### src/rtl/bis_pkg.sv
package bis_pkg;
   typedef enum logic [1:0] {
      MODE_NORMAL      = 2'b00,
      MODE_BOARD_TEST  = 2'b01,
      MODE_MFG_DEFAULT = 2'b10
   } boot_mode_e;

   typedef enum logic {
      PH_WAIT = 1'b0,
      PH_HOLD = 1'b1
   } boot_phase_e;
endpackage

### src/rtl/bis_strap_sampler.sv
module bis_strap_sampler (
   input  logic clk,
   input  logic rst_n,
   input  logic strap_pin,
   output logic strap_low,
   output logic sampled
);
   logic taken_q;
   logic low_q;

   always_ff @(posedge clk or negedge rst_n) begin
      if (!rst_n) begin
         taken_q <= 1'b0;
         low_q   <= 1'b0;
      end else if (!taken_q) begin
         taken_q <= 1'b1;
         low_q   <= ~strap_pin;
      end
   end

   assign strap_low = low_q;
   assign sampled   = taken_q;

   // the latched strap level never moves once taken
   p_strap_frozen_r2: assert property (@(posedge clk) disable iff (!rst_n)
      taken_q |=> $stable(low_q));
endmodule

### src/rtl/bis_id_arbiter.sv
module bis_id_arbiter
   import bis_pkg::*;
#(
   parameter int ID_W         = 16,
   parameter int NUM_ID_WORDS = 3,
   parameter logic [NUM_ID_WORDS*ID_W-1:0] DEFAULT_ID = '0
) (
   input  logic                          strap_low,
   input  logic                          eeprom_present,
   input  logic [NUM_ID_WORDS*ID_W-1:0]  eeprom_id,
   input  logic [NUM_ID_WORDS*ID_W-1:0]  fuse_id,
   output logic [1:0]                    mode_sel,
   output logic [NUM_ID_WORDS*ID_W-1:0]  id_sel
);
   logic [NUM_ID_WORDS-1:0] word_live;
   logic                    fuse_blank;

   for (genvar k = 0; k < NUM_ID_WORDS; k++) begin : g_word
      assign word_live[k] = |fuse_id[k*ID_W +: ID_W];
   end
   assign fuse_blank = ~|word_live;

   always_comb begin
      if (eeprom_present)
         id_sel = eeprom_id;
      else if (!fuse_blank)
         id_sel = fuse_id;
      else
         id_sel = DEFAULT_ID;

      if (strap_low)
         mode_sel = MODE_BOARD_TEST;
      else if (eeprom_present || !fuse_blank)
         mode_sel = MODE_NORMAL;
      else
         mode_sel = MODE_MFG_DEFAULT;
   end
endmodule

### src/rtl/bis_result_reg.sv
module bis_result_reg
   import bis_pkg::*;
#(
   parameter int ID_W         = 16,
   parameter int NUM_ID_WORDS = 3
) (
   input  logic                          clk,
   input  logic                          rst_n,
   input  logic                          sampled,
   input  logic                          probe_done,
   input  logic [1:0]                    mode_in,
   input  logic [NUM_ID_WORDS*ID_W-1:0]  id_in,
   output logic [1:0]                    mode_o,
   output logic [NUM_ID_WORDS*ID_W-1:0]  id_o,
   output logic                          valid_o,
   output logic                          drive_o
);
   boot_phase_e                  phase_q;
   logic [1:0]                   mode_q;
   logic [NUM_ID_WORDS*ID_W-1:0] id_q;
   logic                         valid_q;
   logic                         drive_q;
   logic                         capture;

   assign capture = (phase_q == PH_WAIT) && sampled && probe_done;

   always_ff @(posedge clk or negedge rst_n) begin
      if (!rst_n) begin
         phase_q <= PH_WAIT;
         mode_q  <= 2'b00;
         id_q    <= '0;
         valid_q <= 1'b0;
         drive_q <= 1'b0;
      end else begin
         valid_q <= capture;
         if (capture) begin
            phase_q <= PH_HOLD;
            mode_q  <= mode_in;
            id_q    <= id_in;
            drive_q <= (mode_in == MODE_NORMAL);
         end
      end
   end

   assign mode_o  = mode_q;
   assign id_o    = id_q;
   assign valid_o = valid_q;
   assign drive_o = drive_q;

   // nothing is presented before the capture
   p_quiet_before_r1: assert property (@(posedge clk) disable iff (!rst_n)
      (phase_q == PH_WAIT) |-> (mode_q == 2'b00 && id_q == '0 && !drive_q && !valid_q));
   // captured values stay frozen after the strobe
   p_hold_r10: assert property (@(posedge clk) disable iff (!rst_n)
      (phase_q == PH_HOLD && !valid_q) |-> ($stable(mode_q) && $stable(id_q) && $stable(drive_q)));
endmodule

### src/rtl/boot_identity_select.sv
module boot_identity_select
   import bis_pkg::*;
#(
   parameter int ID_W         = 16,
   parameter int NUM_ID_WORDS = 3,
   parameter logic [NUM_ID_WORDS*ID_W-1:0] DEFAULT_ID = 48'h0001_6830_04B4
) (
   input  logic                          clk,
   input  logic                          rst_n,
   input  logic                          drv_rst_strap,
   input  logic                          probe_done,
   input  logic                          eeprom_present,
   input  logic [NUM_ID_WORDS*ID_W-1:0]  eeprom_id,
   input  logic [NUM_ID_WORDS*ID_W-1:0]  fuse_id,
   output logic [1:0]                    mode,
   output logic [NUM_ID_WORDS*ID_W-1:0]  id_out,
   output logic                          id_valid,
   output logic                          drive_en
);
   localparam int BANK_W = NUM_ID_WORDS * ID_W;

   if (ID_W < 8) begin : g_chk_width
      $error("boot_identity_select: ID_W must be at least 8");
   end
   if (NUM_ID_WORDS < 2) begin : g_chk_words
      $error("boot_identity_select: NUM_ID_WORDS must be at least 2");
   end
   if (DEFAULT_ID == '0) begin : g_chk_default
      $error("boot_identity_select: DEFAULT_ID must not be blank");
   end

   logic              strap_low;
   logic              sampled;
   logic [1:0]        mode_sel;
   logic [BANK_W-1:0] id_sel;

   bis_strap_sampler u_strap (
      .clk       (clk),
      .rst_n     (rst_n),
      .strap_pin (drv_rst_strap),
      .strap_low (strap_low),
      .sampled   (sampled)
   );

   bis_id_arbiter #(
      .ID_W         (ID_W),
      .NUM_ID_WORDS (NUM_ID_WORDS),
      .DEFAULT_ID   (DEFAULT_ID)
   ) u_arb (
      .strap_low      (strap_low),
      .eeprom_present (eeprom_present),
      .eeprom_id      (eeprom_id),
      .fuse_id        (fuse_id),
      .mode_sel       (mode_sel),
      .id_sel         (id_sel)
   );

   bis_result_reg #(
      .ID_W         (ID_W),
      .NUM_ID_WORDS (NUM_ID_WORDS)
   ) u_res (
      .clk        (clk),
      .rst_n      (rst_n),
      .sampled    (sampled),
      .probe_done (probe_done),
      .mode_in    (mode_sel),
      .id_in      (id_sel),
      .mode_o     (mode),
      .id_o       (id_out),
      .valid_o    (id_valid),
      .drive_o    (drive_en)
   );

   // the unused mode code never appears
   p_mode_legal_r11: assert property (@(posedge clk) disable iff (!rst_n)
      mode != 2'b11);
   // drive interface enabled only in normal mode
   p_drive_normal_only_r4: assert property (@(posedge clk) disable iff (!rst_n)
      drive_en |-> (mode == MODE_NORMAL));
   // manufacturing mode always carries the default identity
   p_mfg_default_r7: assert property (@(posedge clk) disable iff (!rst_n)
      (mode == MODE_MFG_DEFAULT) |-> (id_out == DEFAULT_ID));
   // single-cycle strobe
   p_pulse_r9: assert property (@(posedge clk) disable iff (!rst_n)
      id_valid |=> !id_valid);
   // strobe only after probe completion
   p_after_probe_r9: assert property (@(posedge clk) disable iff (!rst_n)
      id_valid |-> $past(probe_done));
endmodule

### config.mk
export PLATFORM = sky130hd
export DESIGN_NAME = boot_identity_select
export DESIGN_NICKNAME = d
export VERILOG_FILES = /design/src/rtl/bis_pkg.sv /design/src/rtl/bis_strap_sampler.sv /design/src/rtl/bis_id_arbiter.sv /design/src/rtl/bis_result_reg.sv /design/src/rtl/boot_identity_select.sv
export SDC_FILE = /design/constraint.sdc
export NUM_CORES = 1
export LEC_CHECK = 0
export BUFFER_PORTS_ARGS = -buffer_cell sky130_fd_sc_hd__clkbuf_2
export CAP_MARGIN = 20
export CORE_ASPECT_RATIO = 1.25
export CORE_MARGIN = 2
export CORE_UTILIZATION = 30
export CTS_BUF_LIST = sky130_fd_sc_hd__clkbuf_8
export DETAILED_ROUTE_END_ITERATION = 16
export HOLD_SLACK_MARGIN = 0.03
export SLEW_MARGIN = 20
export SYNTH_ARGS = -nofsm -noshare
export SYNTH_HDL_FRONTEND = slang
export SYNTH_SLANG_ARGS = --single-unit
### constraint.sdc
create_clock -name clk -period 2.3 [get_ports clk]
set_input_delay 0 -clock clk [delete_from_list [all_inputs] [get_ports clk]]
set_output_delay 0 -clock clk [all_outputs]
set_load 0.03 [all_outputs]
After elaboration in Yosys (flattened, before gate mapping)
Cells that the tools add are included.
- register bits after elaboration: 55
- latch bits: 0
- memory bits (writable): 0
- bits in read-only memories: 0
- input bits: 101
- output and inout port bits: 52
- word-level logic and storage cells: 18
- memories: 0
- add/sub/neg operators: 0
- $mul: 0
- divide/modulo/power cells: 0
- order comparisons: 0
- equality and inequality tests: 0
- shifts and indexed selects: 0
- mux-type cells: 4
- bitwise operators: 2
- reductions and logical operators: 5
- operator list (kind ; count):
    $mux W48 ; 2
    $reduce_or A48 Y1 ; 1
    $mux W2 ; 2
    $logic_and A1 B1 Y1 ; 2
    $logic_not A2 Y1 ; 1
    $not A1 Y1 ; 2
    $logic_or A1 B1 Y1 ; 1

Logic depth before layout (Yosys ltp)
Gate-level depths: netlist of the first run.
- depth after elaboration: 5
- gate-level depth with buffers: 6
- mapped depth without buffers: 4

Hierarchy
Synthesis of the first run repeated with hierarchy kept, for this count alone.
- cells, all modules: 205
- area total of the unflattened synthesis: 2830.2 um2
- by module, submodules not included (module ; times used ; cells each ; area each (um2) ; seq. area each (um2)):
    bis_result_reg ; 1 ; 113 ; 1984.4 ; 1326.3
    bis_id_arbiter ; 1 ; 87 ; 783.3 ; 0.0
    bis_strap_sampler ; 1 ; 5 ; 62.6 ; 50.0

Worst setup path before layout of the first run
No wires, ideal clock.
- path kind: register -> register
- start point: reg u_strap.taken_q (netlist: u_strap.sampled)
- end point: reg u_res.id_q[2] (netlist: u_res.id_o[2])
- library setup time: 0.147 ns
- arrival: 1.330 ns
- data required time: 2.153 ns
- path slack: 0.823 ns
- stages on the path, launching flop included: 5
- path buffers: 2
- period minus slack after synthesis: 1.477 ns
- cells stage by stage: dfrtp_1 > nand3b_1 > clkbuf_1 > buf_1 > o211ai_1
- cells in the longest elaborated chain, start to end: 2
- ends and longest elaborated chain (element ; line ; source):
    start, declared ; bis_strap_sampler.sv:8 ; logic taken_q;
    start signal, assigned ; bis_strap_sampler.sv:13 ; taken_q <= 1'b0;
    start signal, assigned ; bis_strap_sampler.sv:16 ; taken_q <= 1'b1;
    $logic_and A1 B1 Y1 (2 in series) ; bis_result_reg.sv:25 ; assign capture = (phase_q == PH_WAIT) && sampled && probe_done;
    end signal, assigned ; bis_result_reg.sv:39 ; id_q <= id_in;
    end, declared ; bis_result_reg.sv:20 ; logic [NUM_ID_WORDS*ID_W-1:0] id_q;
No other way between the ends.
A chain may end at the register's enable or synchronous reset.

Worst setup path after layout of the first run
- start point: reg u_strap.taken_q (netlist: u_strap.sampled)
- end point: reg u_res.id_q[41] (netlist: u_res.id_o[41])
Same word-level chain as after synthesis.

==> results.json, run 1 <==
{
  "async_flop_share": 1.00,
  "clockBufferDepth": 2,
  "netlist_area_sq_um": 2630,
  "viasPerCell": 4.53,
  "drt_wl_total_mm": 8.55,
  "drt_pass1_iterations": 4,
  "clk_pin_slew_ps": 100,
  "num-fill-cells": 786,
  "cts_buffers": 5,
  "clkSinkCount": 55,
  "dieHeight_microns": 109,
  "worst_ep_required_time_ps": 2450,
  "grt_pass1_wl_mm": 13.3,
  "place_area_sq_um": 3490,
  "chipWidth_microns": 87.7,
  "core-area_sq_um": 8610,
  "ant_nets": 0,
  "crit_family": "buffers and inverters",
  "via_count": 2718,
  "ys_seq_area_frac": 0.524,
  "fmaxAchievable_mhz": 579,
  "post-dp-hpwl_mm": 5.57,
  "path_buf_inv": 1,
  "tns_ps": 0,
  "rsz0062_at_grt": "false",
  "synth_nets": 350,
  "power.total_w": 0.00294,
  "syn_area_per_cell_sq_um": 10.6,
  "peakVddDrop_v": 0.000309,
  "core.rowCount": 38,
  "rrSetupSlack_ps": 570,
  "dieArea_sq_um": 9530,
  "post_cts_resized": 0,
  "stdcell_count": 600,
  "fin_crit_ps": 1730,
  "fin_area_sq_um": 4460,
  "drv_cap": 0,
  "run_status": "finished, final reports clean",
  "hold_path.class": "in -> reg",
  "synth_edf_count": 0,
  "crit_type": "reg -> reg",
  "area_delta_synth_final_pct": 69.6,
  "diodes": 0,
  "htreeDepth": 2,
  "ys_warn_count": 0,
  "path_cells": "nand3b_1 -> buf_4 -> o21ai_0",
  "worst_slew_pin_slew_ps": 943,
  "crit_fanout": 102,
  "hold_violations": 0,
  "skew_ps": 6.75,
  "cp_slowest_cell": "buf_4",
  "final_cell_mix": "clkbuf_2, dlygate4sd3_1, dfrtp_1",
  "grt_max_degree": 103,
  "start_util": 0.305,
  "post_cts_buffers": 0,
  "worst_setup_path_start_kind": "register",
  "portBuffers": 152,
  "ys_types": 22,
  "cts_tree": "yes",
  "grt_use_total": 0.182,
  "drc": 0,
  "drt_iter0_drc": 75,
  "fin_crit_sh": 0.751,
  "wl_per_cell_microns": 14.2,
  "power_density_nw_per_um2": 660,
  "ys.flop_type": "dfrtp_1",
  "place_inst": 507,
  "grt_overflow": 0,
  "io_pins": 153,
  "synthCells": 249,
  "ys_seq_elements": 55,
  "root_buffer": "clkbuf_8",
  "layout_commonest_cell": "clkbuf_2",
  "gp_congestion": 0.733,
  "relSlewSlack": 0.371,
  "slowest_delay_ps": 730,
  "worst-endpoint-arrival_ps": 1870,
  "finalNetCount": 580,
  "leakage_nw": 2.35,
  "slew_viol_final": 0,
  "critPathCaptureType": "register",
  "grt_pass1_vias": 2808,
  "insertion_delay_ps": 310,
  "drive_gt1_frac": 0.367,
  "setup_viol": 0,
  "antenna_found_initial": 0
}
==> cells by family after synthesis <==
group / Yosys count / synth area share
other: 1 / 0.00143
DFF: 55 / 0.524
muxes: 49 / 0.187
AOI/OAI and AO/OA: 51 / 0.127
buffers and inverters: 20 / 0.0338
and+or+nand+nor: 73 / 0.128
==> synth_stat cells (all sizes together), types with 2 or more instances <==
master,n,area [sq um]
dfrtp,55,1380
mux2i,49,490
inv,2,7.51
nand2,52,195
o211ai,11,133
nand4,2,12.5
o21ai,40,200
nand3b,2,15.0
buf,8,43.8
clkbuf,10,37.5
nor4,11,75.1
==> worst reg2reg max path: cells and delay by family, from the launching register on <==
| family | cells | cell delay (ps) |
|---|---|---|
| buffers and inverters | 1 | 730 |
| DFF | 1 | 420 |
| AOI/OAI and AO/OA | 1 | 310 |
| and+or+nand+nor | 1 | 110 |
==> layer usage <==
layer	track usage	routed length, microns	vias to the layer above
met5	0	0	-
met4	0.0637	153	0
met3	0.0174	266	11
met2	0.359	4860	82
met1	0.196	3270	1287
li1	-	-	1338
==> metrics by stage <==
step / setup WS (ps) / hold slack (ps) / util
6_report: 572 / 28.3 / 0.518
4_1_cts: 566 / 31.5 / 0.518
5_1_grt: 381 / 35.7 / 0.518
2_1_floorplan: 823 / -296 / -
3_5_place_dp: 488 / 179 / 0.405
3_3_place_gp: 526 / 179 / 0.405
==> final timing paths <==
path                                  from              to  depth (start not counted)
min                             fuse_id[4]   u_res.id_o[4]                          3
min reg2reg                  u_res.phase_q   u_res.phase_q                          1
max in group asynchronous            rst_n  u_res.id_o[18]                          3
max reg2reg                u_strap.sampled  u_res.id_o[41]                          3
min in group asynchronous            rst_n   u_res.phase_q                          3
max                        u_strap.sampled  u_res.id_o[41]                          3
==> final cells by class <==
| cell class | count | area, sq um | share of cell area |
|---|---|---|---|
| clock buffers | 6 | 82.6 | 0.0185 |
| clock inverters | 2 | 35.0 | 0.00786 |
| inverters | 2 | 7.51 | 0.00168 |
| multi-input cells | 174 | 1160 | 0.261 |
| flip-flops and latches | 55 | 1380 | 0.309 |
| well taps | 120 | 150 | 0.0337 |
| repair buffers | 241 | 1640 | 0.368 |
==> registers in the layout, indices dropped and copies added (netlist names) <==
name / cells
u_res.phase_q: 1
u_res.drive_o: 1
u_res.valid_o: 1
u_strap.strap_low: 1
u_res.id_o: 48
u_strap.sampled: 1
u_res.mode_o: 2
==> power breakdown <==
group          switching [W]  leakage [nW]  total, W  internal (W)
registers          0.0000926         0.698   0.00123       0.00114
clock network       0.000313        0.0612  0.000666      0.000353
logic               0.000638          1.59   0.00104      0.000406
==> repair_timing <==
item,CTS,global route
setup endpoints to repair,0,0
hold buffers,85,0
endpoints found under the hold margin,102,0
Note: power is estimated with default switching activity, not from simulation.
==> run 2, diff against run 1 <==
==> constraint.sdc (replaced) <==
create_clock -name clk -period 1.7 [get_ports clk]
set_input_delay 0 -clock clk [delete_from_list [all_inputs] [get_ports clk]]
set_output_delay 0 -clock clk [all_outputs]
set_load 0.03 [all_outputs]
==> results.json, run 2 (synthesis results as in run 1) <==
{
  "run_status": "finished, final reports clean",
  "via_count": 2744,
  "dieArea_sq_um": 9530,
  "slew_viol_final": 0,
  "rsz0062_at_grt": "false",
  "relSlewSlack": 0.469,
  "fin_ws_ps": 135,
  "highest_layer": "met4",
  "root_buffer": "clkbuf_8",
  "hold_end": "u_res.id_o[22]",
  "skew_ps": 6.91,
  "drt_wl_total_mm": 8.64,
  "min-delay-start": "fuse_id[22]",
  "antenna_found_initial": 0,
  "num-fill-cells": 785,
  "cts_buffers": 5,
  "rrSetupSlack_ps": 150,
  "insertion_delay_ps": 310,
  "wl_met2_mm": 4.84,
  "critPathCaptureType": "register",
  "fmaxAchievable_mhz": 639,
  "drv_cap": 0,
  "htreeDepth": 2,
  "final_cell_mix": "clkbuf_2, dlygate4sd3_1, dfrtp_1",
  "setup_viol": 0,
  "worst_slew_pin_slew_ps": 796,
  "drt_pass1_iterations": 4,
  "power_density_nw_per_um2": 843,
  "hold_path.class": "in -> reg",
  "grt_pass1_wl_mm": 13.5,
  "worst-endpoint-arrival_ps": 1800,
  "holdPathStages": 3,
  "crit_fanout": 9,
  "portBuffers": 152,
  "power.total_w": 0.00381,
  "routedLengthMet1_mm": 3.20,
  "grt_pass1_vias": 2878,
  "crit_type": "in -> reg",
  "clk_pin_slew_ps": 100,
  "drive_gt1_frac": 0.370,
  "layout_commonest_cell": "clkbuf_2",
  "worstReg2RegEnd": "u_res.id_o[21]",
  "io_pins": 153,
  "chipWidth_microns": 87.7,
  "cts_tree": "yes",
  "core.rowCount": 38,
  "drt_iter0_drc": 123,
  "place_area_sq_um": 3550,
  "leakage_nw": 2.38,
  "post-dp-hpwl_mm": 5.63,
  "path_cells": "clkbuf_2 -> nor4_1 -> buf_4 -> nand4_1 -> or4_4 -> buf_12 -> o211ai_2",
  "clockBufferDepth": 2,
  "grt_max_degree": 103,
  "worst_ep_required_time_ps": 1930,
  "dieHeight_microns": 109,
  "wl_per_cell_microns": 14.2,
  "worst_setup_path_start_kind": "input port",
  "clkSinkCount": 55,
  "fin_crit_ps": 1560,
  "area_delta_synth_final_pct": 72.2,
  "post-place-ws_ps": -194,
  "fin_area_sq_um": 4520,
  "grt_overflow": 0,
  "drc": 0,
  "start_util": 0.305,
  "hold_violations": 0,
  "gp_congestion": 0.722,
  "diodes": 0,
  "ant_nets": 0,
  "viasPerCell": 4.52,
  "peakVddDrop_v": 0.000356,
  "grt_use_total": 0.185,
  "met3_wirelength_microns": 306,
  "slowest_delay_ps": 570,
  "r2r_start": "u_res.phase_q",
  "fin_crit_sh": 0.920,
  "core-area_sq_um": 8610,
  "cp_slowest_cell": "nor4_1",
  "finalNetCount": 587,
  "path_buf_inv": 3,
  "largest_reg_flops": 48,
  "final_core_util": 0.526,
  "crit_family": "simple AND/OR/NAND/NOR gates",
  "worst-r2r-cell-count": 5
}
==> run 2: changes by cell type in the layout (fill, tap and decap cells not counted) <==
cell,delta
dlygate4sd3_1,+3
bufinv_16,-1
clkinvlp_4,+2
clkbuf_8,-1
buf_12,+3
buf_4,+1
==> run 2: timing repair <==
action,4_1_cts,5_1_grt
setup endpoints to repair,0,9
endpoints found under the hold margin,69,0
resized for setup,0,0
buffers inserted,0,1
hold buffers,88,0
==> run 2: stage by stage <==
step / TNS, ps / std cells / hold WS, ps
global route: 0 / 607 / 52.7
CTS: 0 / 606 / 30.3
floorplan: 0 / 249 / -296
global placement: -2230 / 510 / 31.7
finish: 0 / 607 / 35.2
detailed placement: -2100 / 510 / 45.7
==> run 2: worst reg2reg max path, stage by stage, from the launching register on <==
cell      delay [ps]
dfrtp_1          380
nand3b_1         170
nand3b_1         200
or4_4            490
buf_12           180
o211ai_2          60
==> run 2: metal layers <==
metal / vias up / global-route usage
met5: - / 0
li1: 1350 / -
met4: 0 / 0.0791
met1: 1284 / 0.203
met3: 24 / 0.0242
met2: 86 / 0.350
==> run 2: cell type report <==
class	instances	area, sq um	area share
Clock inverter	3	20.0	0.00442
Inverter	2	7.51	0.00166
Tap cell	120	150	0.0332
Sequential cell	55	1380	0.304
Multi-Input combinational cell	174	1160	0.257
Timing Repair Buffer	248	1740	0.384
Clock buffer	5	68.8	0.0152
==> run 2: where the power goes <==
part	internal, W	total [W]	switching [W]
clock	0.000288	0.000726	0.000438
sequential	0.00154	0.00166	0.000124
combinational	0.000561	0.00143	0.000865
total	0.00239	0.00381	0.00143
==> run 2: worst max-delay path by stage <==
| stage | start | cells after the start | slack (ps) | to |
|---|---|---|---|---|
| 2_1_floorplan | u_strap.sampled | 4 | 220 | u_res.id_o[2] |
| 3_3_place_gp | fuse_id[15] | 7 | -200 | u_res.id_o[27] |
| 3_5_place_dp | fuse_id[6] | 7 | -190 | u_res.id_o[21] |
| 4_1_cts | u_res.phase_q | 5 | 50 | u_res.id_o[21] |
| 5_1_grt | eeprom_present | 5 | 50 | u_res.id_o[34] |
| 6_report | fuse_id[6] | 7 | 140 | u_res.id_o[21] |
==> run 3, diff against run 2 <==
--- a/config.mk
+++ b/config.mk
@@ -6,9 +6,7 @@
 export NUM_CORES = 1
 export LEC_CHECK = 0
 export BUFFER_PORTS_ARGS = -buffer_cell sky130_fd_sc_hd__clkbuf_2
-export CAP_MARGIN = 20
 export CORE_ASPECT_RATIO = 1.25
-export CORE_MARGIN = 2
 export CORE_UTILIZATION = 30
 export CTS_BUF_LIST = sky130_fd_sc_hd__clkbuf_8
 export DETAILED_ROUTE_END_ITERATION = 16
==> results.json, run 3 (synthesis results as in run 1) <==
{
  "ant_nets": 0,
  "worstReg2RegEnd": "u_res.id_o[36]",
  "drt_iter0_drc": 97,
  "holdWs_ps": 27.7,
  "cp_slowest_cell": "buf_4",
  "root_buffer": "clkbuf_8",
  "run_status": "finished, final reports clean",
  "worst-r2r-cell-count": 4,
  "insertion_delay_ps": 300,
  "cts_tree": "yes",
  "grt_pass1_wl_mm": 13.3,
  "core-area_sq_um": 8380,
  "viasPerCell": 4.47,
  "diodes": 0,
  "holdPathStages": 3,
  "leakage_nw": 2.39,
  "drive_gt1_frac": 0.369,
  "relSlewSlack": 0.466,
  "crit_fanout": 48,
  "grt_pass1_vias": 2772,
  "hold_path.class": "in -> reg",
  "finalNetCount": 588,
  "tns_ps": 0,
  "slew_viol_final": 0,
  "drt_wl_total_mm": 8.49,
  "slowest_delay_ps": 450,
  "hold_violations": 0,
  "grtUsageMet1": 0.213,
  "place_inst": 509,
  "clk_pin_slew_ps": 100,
  "hold_end": "u_res.id_o[33]",
  "clockBufferDepth": 2,
  "path_cells": "nand3b_1 -> buf_4 -> buf_4 -> o21ai_0",
  "start_util": 0.314,
  "multi_input_area_sq_um": 1160,
  "fmaxAchievable_mhz": 660,
  "num-fill-cells": 781,
  "worst_ep_required_time_ps": 1880,
  "area_delta_synth_final_pct": 71.6,
  "stdcell_count": 605,
  "post-dp-hpwl_mm": 5.67,
  "drt_pass1_iterations": 4,
  "top_usage_layer": "met2",
  "drv_cap": 0,
  "fin_crit_ps": 1520,
  "rsz0062_at_grt": "false",
  "via_count": 2704,
  "critPathCaptureType": "register",
  "use_met2": 0.359,
  "crit_type": "reg -> reg",
  "chipWidth_microns": 85.7,
  "grt_use_total": 0.188,
  "min-delay-start": "eeprom_id[33]",
  "wl_per_cell_microns": 14.0,
  "setup_viol": 0,
  "power_density_nw_per_um2": 850,
  "core.rowCount": 37,
  "final_cell_mix": "clkbuf_2, dlygate4sd3_1, dfrtp_1",
  "grt_max_degree": 56,
  "path_buf_inv": 2,
  "r2r_start": "u_strap.sampled",
  "drc": 0,
  "rrSetupSlack_ps": 180,
  "crit_family": "buffers and inverters",
  "grt_overflow": 0,
  "layout_commonest_cell": "clkbuf_2",
  "clkSinkCount": 55,
  "portBuffers": 152,
  "gp_congestion": 0.730,
  "peakVddDrop_v": 0.000366,
  "largest_reg_flops": 48,
  "cts_buffers": 5,
  "ff_latch_area_sq_um": 1380,
  "htreeDepth": 2,
  "cp_common_cell": "buf_4",
  "dieHeight_microns": 107,
  "worst_setup_path_start_kind": "register",
  "worst_slew_pin_slew_ps": 802,
  "antenna_found_initial": 0,
  "fin_crit_sh": 0.891,
  "post_cts_buffers": 0,
  "skew_ps": 8.24,
  "io_pins": 153,
  "worst-endpoint-arrival_ps": 1690,
  "grt_use_met3": 0.0285,
  "dieArea_sq_um": 9140,
  "post_cts_resized": 0
}
## run 3: changes by cell type in the layout (fill, tap and decap cells not counted)
cell and delta:
clkinvlp_4 -2, buf_4 +3, inv_1 +1, buf_12 -2, clkinv_2 -1, clkinv_4 +1
clkbuf_8 +1
## run 3: how the worst max path moves through the flow
stage	slack [ps]	to	startpoint	depth (start not counted)
after floorplan	220	u_res.id_o[2]	u_strap.sampled	4
after global placement	-30	u_res.id_o[29]	fuse_id[15]	7
after detailed placement	-20	u_res.id_o[5]	fuse_id[15]	7
after CTS	170	u_res.id_o[35]	u_strap.sampled	4
after global routing	10	u_res.id_o[35]	u_strap.sampled	4
final	180	u_res.id_o[36]	u_strap.sampled	4
## run 3: per-layer routing
layer,wire length (microns),vias to the layer above,share of wire
li1,-,1362,-
met4,163,0,0.019
met2,4620,83,0.54
met5,0,-,0
met3,325,13,0.038
met1,3380,1246,0.40
## run 3: area by class of cell
| type | count | area share |
|---|---|---|
| clock inverters | 2 | 0.00277 |
| inverters | 2 | 0.00166 |
| well taps | 117 | 0.0325 |
| clock buffers | 6 | 0.0183 |
| multi-input cells | 174 | 0.258 |
| repair buffers | 249 | 0.382 |
| flip-flops and latches | 55 | 0.305 |
## run 3: what timing repair did
action | CTS | global route
hold endpoints to repair | 103 | 0
hold buffers | 88 | 0
setup endpoints to repair | 0 | 0
## run 3: power breakdown
group	switching [W]	internal [W]
Combinational	0.000860	0.000558
Clock	0.000425	0.000329
Sequential	0.000124	0.00154
Total	0.00141	0.00243
## run 3: per-stage QoR
step | instance area (sq um) | util | power [W] | worst slack, ps
after floorplan | 2630 | - | 0.00243 | 223
after global placement | 3530 | 0.422 | 0.00290 | -31.0
after detailed placement | 3530 | 0.422 | 0.00292 | -24.2
after CTS | 4510 | 0.538 | 0.00387 | 173
after global routing | 4510 | 0.538 | 0.00406 | 11.0
final | 4510 | 0.538 | 0.00383 | 185
## run 3: worst min-delay path, delay by kind of cell
kind	cells	cell delay (ps)
muxes	1	80
buffers and inverters	1	80
AOI/OAI and AO/OA	1	140
